## config.mk

```make
export PLATFORM = sky130hd
export DESIGN_NAME = fifo_irq_bid
export DESIGN_NICKNAME = d
export VERILOG_FILES = /design/src/rtl/fifo_irq_bid.sv
export SDC_FILE = /design/constraint.sdc
export NUM_CORES = 1
export LEC_CHECK = 0
export ABC_AREA = 1
export BUFFER_PORTS_ARGS = -buffer_cell sky130_fd_sc_hd__buf_2
export CAP_MARGIN = 5
export CORE_AREA = 8 8 45 47
export DETAILED_ROUTE_END_ITERATION = 16
export DIE_AREA = 0 0 53 55
export PLACE_DENSITY = 0.63
export SLEW_MARGIN = 20
export SYNTH_ARGS = -nofsm -noshare
export SYNTH_HDL_FRONTEND = slang
export SYNTH_SLANG_ARGS = --single-unit
```

## constraint.sdc

```tcl
create_clock -name vclk -period 0.9
set_clock_uncertainty 0.1 [all_clocks]
set_input_delay 0.135 -clock vclk [all_inputs]
set_output_delay 0.135 -clock vclk [all_outputs]
set_load 0.005 [all_outputs]
```

## src/rtl/fifo_irq_bid.sv

```systemverilog
module fifo_irq_bid #(
  parameter int DEPTH = 16,
  parameter int PRI_W = 2,
  parameter int CH_W  = 2,
  parameter int CNT_W = $clog2(DEPTH + 1),
  parameter int BID_W = CNT_W + PRI_W + CH_W + 1
) (
  input  logic [CNT_W-1:0] rx_count,
  input  logic [CNT_W-1:0] tx_space,
  input  logic [1:0]       rx_level,
  input  logic [1:0]       tx_level,
  input  logic             rx_en,
  input  logic             tx_en,
  input  logic [CH_W-1:0]  chan,
  input  logic [PRI_W-1:0] prio,
  output logic             rx_valid,
  output logic [BID_W-1:0] rx_bid,
  output logic             tx_valid,
  output logic [BID_W-1:0] tx_bid
);

  localparam logic [CNT_W-1:0] ONE  = CNT_W'(1);
  localparam logic [CNT_W-1:0] HALF = CNT_W'(DEPTH / 2);
  localparam logic [CNT_W-1:0] TQTR = CNT_W'((3 * DEPTH) / 4);
  localparam logic [CNT_W-1:0] FULL = CNT_W'(DEPTH);

  function automatic logic crossed(input logic [CNT_W-1:0] n, input logic [1:0] lvl);
    case (lvl)
      2'd0:    crossed = n >= ONE;
      2'd1:    crossed = n >= HALF;
      2'd2:    crossed = n >= TQTR;
      default: crossed = n >= FULL;
    endcase
  endfunction

  assign rx_valid = rx_en && crossed(rx_count, rx_level);
  assign tx_valid = tx_en && crossed(tx_space, tx_level);

  assign rx_bid = rx_valid ? {rx_count, prio, chan, 1'b1} : '0;
  assign tx_bid = tx_valid ? {tx_space, prio, chan, 1'b0} : '0;

  always_comb begin
    assert_rx_tag_R1: assert (!rx_valid || rx_bid[0]);
    assert_tx_tag_R2: assert (!tx_valid || !tx_bid[0]);
    assert_rx_nonempty_R3: assert (!rx_valid || rx_count != '0);
    assert_tx_nonfull_R4: assert (!tx_valid || tx_space != '0);
    assert_mask_gates_R5: assert ((rx_en || !rx_valid) && (tx_en || !tx_valid));
    assert_idle_zero_R6: assert ((rx_valid || rx_bid == '0) && (tx_valid || tx_bid == '0));
  end

endmodule

```

-- Word-level counts from Yosys, hierarchy flattened
Index checks and enable logic that the tools add are counted.
- register bits after elaboration: 0
- output and inout port bits: 22
- word-level logic and storage cells: 20
- $lt $le $gt $ge: 8
- equality and inequality tests: 4
- multiplexer cells: 4
- reductions and logical operators: 4
- operator list (operator ; number):
    $ge A5 B4 Y1 const B ; 4
    $mux W10 ; 2
    $ge A5 B1 Y1 const B ; 2
    $ge A5 B5 Y1 const B ; 2
    $pmux W1 S3 ; 2
    $eq A2 B1 Y1 const B ; 2
    $eq A2 B2 Y1 const B ; 2
    $logic_not A2 Y1 ; 2
    $logic_and A1 B1 Y1 ; 2

-- Longest topological paths before layout
- depth in word-level cells: 4
- gate-level depth with buffers: 8
- gate-level depth less buffers: 7

-- Worst setup path after synthesis
Ideal clock, no wire load.
- path kind: input port to output port
- start: in rx_count[2]
- end: out rx_bid[0]
- data arrival time: 0.693 ns
- path slack: -0.028 ns
- stages: 7
- buffers on the path: 1
- cells stage by stage: nor2_1 > nand2_1 > nand2_1 > nand3_2 > nand2_4 > inv_1 > buf_4
- word-level cells in the longest chain between the ends: 4
- elaborated cells on any way between the ends: 7
- those cells by class: order compare (4); mux (2); reduce/logical (1)
- RTL lines (element ; line ; RTL):
    start: declaration ; 8 ; input logic [CNT_W-1:0] rx_count,
    $ge A5 B5 Y1 (tied with other cells) ; 32 ; default: crossed = n >= FULL;
    $pmux W1 S3 * ; 28 ; case (lvl)
    $logic_and A1 B1 Y1 * ; 36 ; assign rx_valid = rx_en && crossed(rx_count, rx_level);
    net rx_valid ; 16 ; output logic rx_valid,
    $mux W10 * ; 39 ; assign rx_bid = rx_valid ? {rx_count, prio, chan, 1'b1} : '0;
    end: declaration ; 17 ; output logic [BID_W-1:0] rx_bid,
The timed path passes the listed nets; every way through them passes the cells marked *.

-- Worst setup path in the final report
- start: in rx_count[2]
- end: out rx_bid[8]
- word-level cells in the longest chain between the ends: 4
- elaborated cells on any way between the ends: 7
- those cells by class: order compare (4); mux (2); reduce/logical (1)
- RTL lines (element ; line):
    $ge A5 B5 Y1 (tied with other cells) ; 32
    $pmux W1 S3 * ; 28
    $logic_and A1 B1 Y1 * ; 36
    $mux W10 * ; 39
Mark *: on every way between the ends. The rest lies on a longest branch, timed or not.

==> impl_metrics.toml <==
[timing]
final-hold-violation-count = 0
period_minus_slack_ns = 1.066
rsz0062_at_grt = "yes"
setup_ws_ns = -0.1661
setup_viol = 19
whs_ns = 0.4378
fin_crit_sh_pct = 118.5
fmax_mhz = 938.0
finalMaxSlewViolations = 0

[critical_path]
critPathKind = "in2out"
crit_path_end_kind = "output pin"
arrival_ns = 0.83
crit_buf_inv = 2
critPathTopFamily = "simple AND/OR/NAND/NOR gates"
startpoint_type = "primary input"
critPathMaxStageDelay_ns = 0.12
critical_path.max_fanout = 4
required_ns = 0.66
critPathSlowestCell = "buf_2"
path_cells = "buf_6 > nor2_2 > nand2_1 > nand2_2 > nand3_4 > nand2_4 > nor2_1 > buf_2"

[layout]
finalCoreUtilization_pct = 42.31
clkbuf_count = 0
antenna_cells = 0
nFlopsAndLatches = 0
num-nets-final = 124
syn_to_final_growth_pct = 128.3
drive_gt1_share_pct = 57.84
fin_cells = 118
design_area_um2 = 585.6
multi_input_area_um2 = 214.0
n_fill_cell = 148
regArea_um2 = 0

[place]
port_buffers = 41
place_congestion = 0.8662
placed_area_um2 = 484.2
place_inst = 116
dpl.hpwl_um = 985.5
dp_slack_ns = -0.1876

[floorplan]
pin_count = 42
die-area_um2 = 2915
placementRows = 14
core-area_um2 = 1384
die_h_um = 55
die_w_um = 53
initial_core_util_pct = 18.54

[detailed_routing]
antenna_left = 0
wl_um = 1243
drt_iter0_markers = 2
vias = 479
drc = 0
drt_first_pass_iters = 4
via_per_inst = 4.059
routedWlPerCell_um = 10.53

[power]
power_density_nw_per_um2 = 463.5
peakVddDrop_uv = 151.2
p_leak_uw = 0.0004203

[synthesis]
syn_area_um2 = 256.5
synth.distinct_cells = 7
syn_area_per_cell_um2 = 4.347
ys_warn_count = 0
synth_seq_area_share_pct = 0
synth_nets = 79
syn_inst = 59

[grt]
antenna_found_initial = 0
grtUsageTotal_pct = 7.847
grt_first_pass_wirelength_um = 1897
grt_remaining_overflow = 0
grt_pass1_vias = 533
grt_max_degree = 6

[outcome]
status = "finished with violations"
violations = "negative setup slack"

[hold_path]
hold_path_class = "in2out"

[job]
cap_violations = 0
placed cells by master, fill, tap and decap left out:
| master | instances |
|---|---|
| nor2_4 | 1 |
| inv_1 | 17 |
| inv_4 | 1 |
| buf_8 | 1 |
| nand2_2 | 3 |
| nand3_2 | 1 |
| buf_2 | 33 |
| nand3_4 | 1 |
| nor2_2 | 4 |
| inv_2 | 2 |
| buf_4 | 2 |
| nor2_1 | 15 |
| nand2_4 | 3 |
| conb_1 | 1 |
| nand2_1 | 10 |
| buf_6 | 7 |
stage by stage:
stage | TNS, ns | total power, uW
after CTS | -2.947 | 244.7
after floorplan | 0 | 102.4
after global placement | -2.954 | 215.0
after detailed placement | -3.257 | 215.6
after global routing | -4.207 | 303.8
final | -2.935 | 271.4
path summary, 6_finish.rpt:
kind / slack (ns) / start / cells after the start / endpoint
worst max-delay path: -0.17 / rx_count[2] / 8 / rx_bid[8]
worst min-delay path: 0.44 / tx_space[4] / 4 / tx_bid[9]
layer usage:
| layer | vias to the layer above | global-route usage [%] | share of wire, % |
|---|---|---|---|
| met5 | - | 0 | 0 |
| met4 | 0 | 0 | 1.5 |
| met3 | 2 | 3.743 | 16 |
| met2 | 41 | 13.48 | 38 |
| met1 | 191 | 9.201 | 45 |
| li1 | 245 | - | - |
cell usage after synthesis:
master	number	area share, %
nand2_4	2	8.8
nand2_1	12	18
conb_1	1	1.5
inv_1	20	29
nor2_1	20	29
buf_4	2	5.9
nand3_2	2	7.8
cells by family after synthesis:
group / count (synthesis) / synth area share (%)
buffers and inverters: 22 / 35.12
other: 1 / 1.462
and+or+nand+nor: 36 / 63.41
cell type report:
type                       count  area share [%]
multi-input combinational     39           36.54
tap                           16           3.419
timing repair buffer          43           46.79
inverter                      20           13.25
power by group:
group | internal (uW) | switching, uW
Clock | 0 | 0
Combinational | 139 | 133
Sequential | 0 | 0
Total | 139 | 133
timing repair:
action	in CTS	in global routing
gates resized for setup	8	14
setup buffers	0	0
pin swaps	16	9
endpoints found under the setup margin	19	19
hold buffers	0	0
gates cloned	2	0
Note: power is estimated with default switching activity, not from simulation.
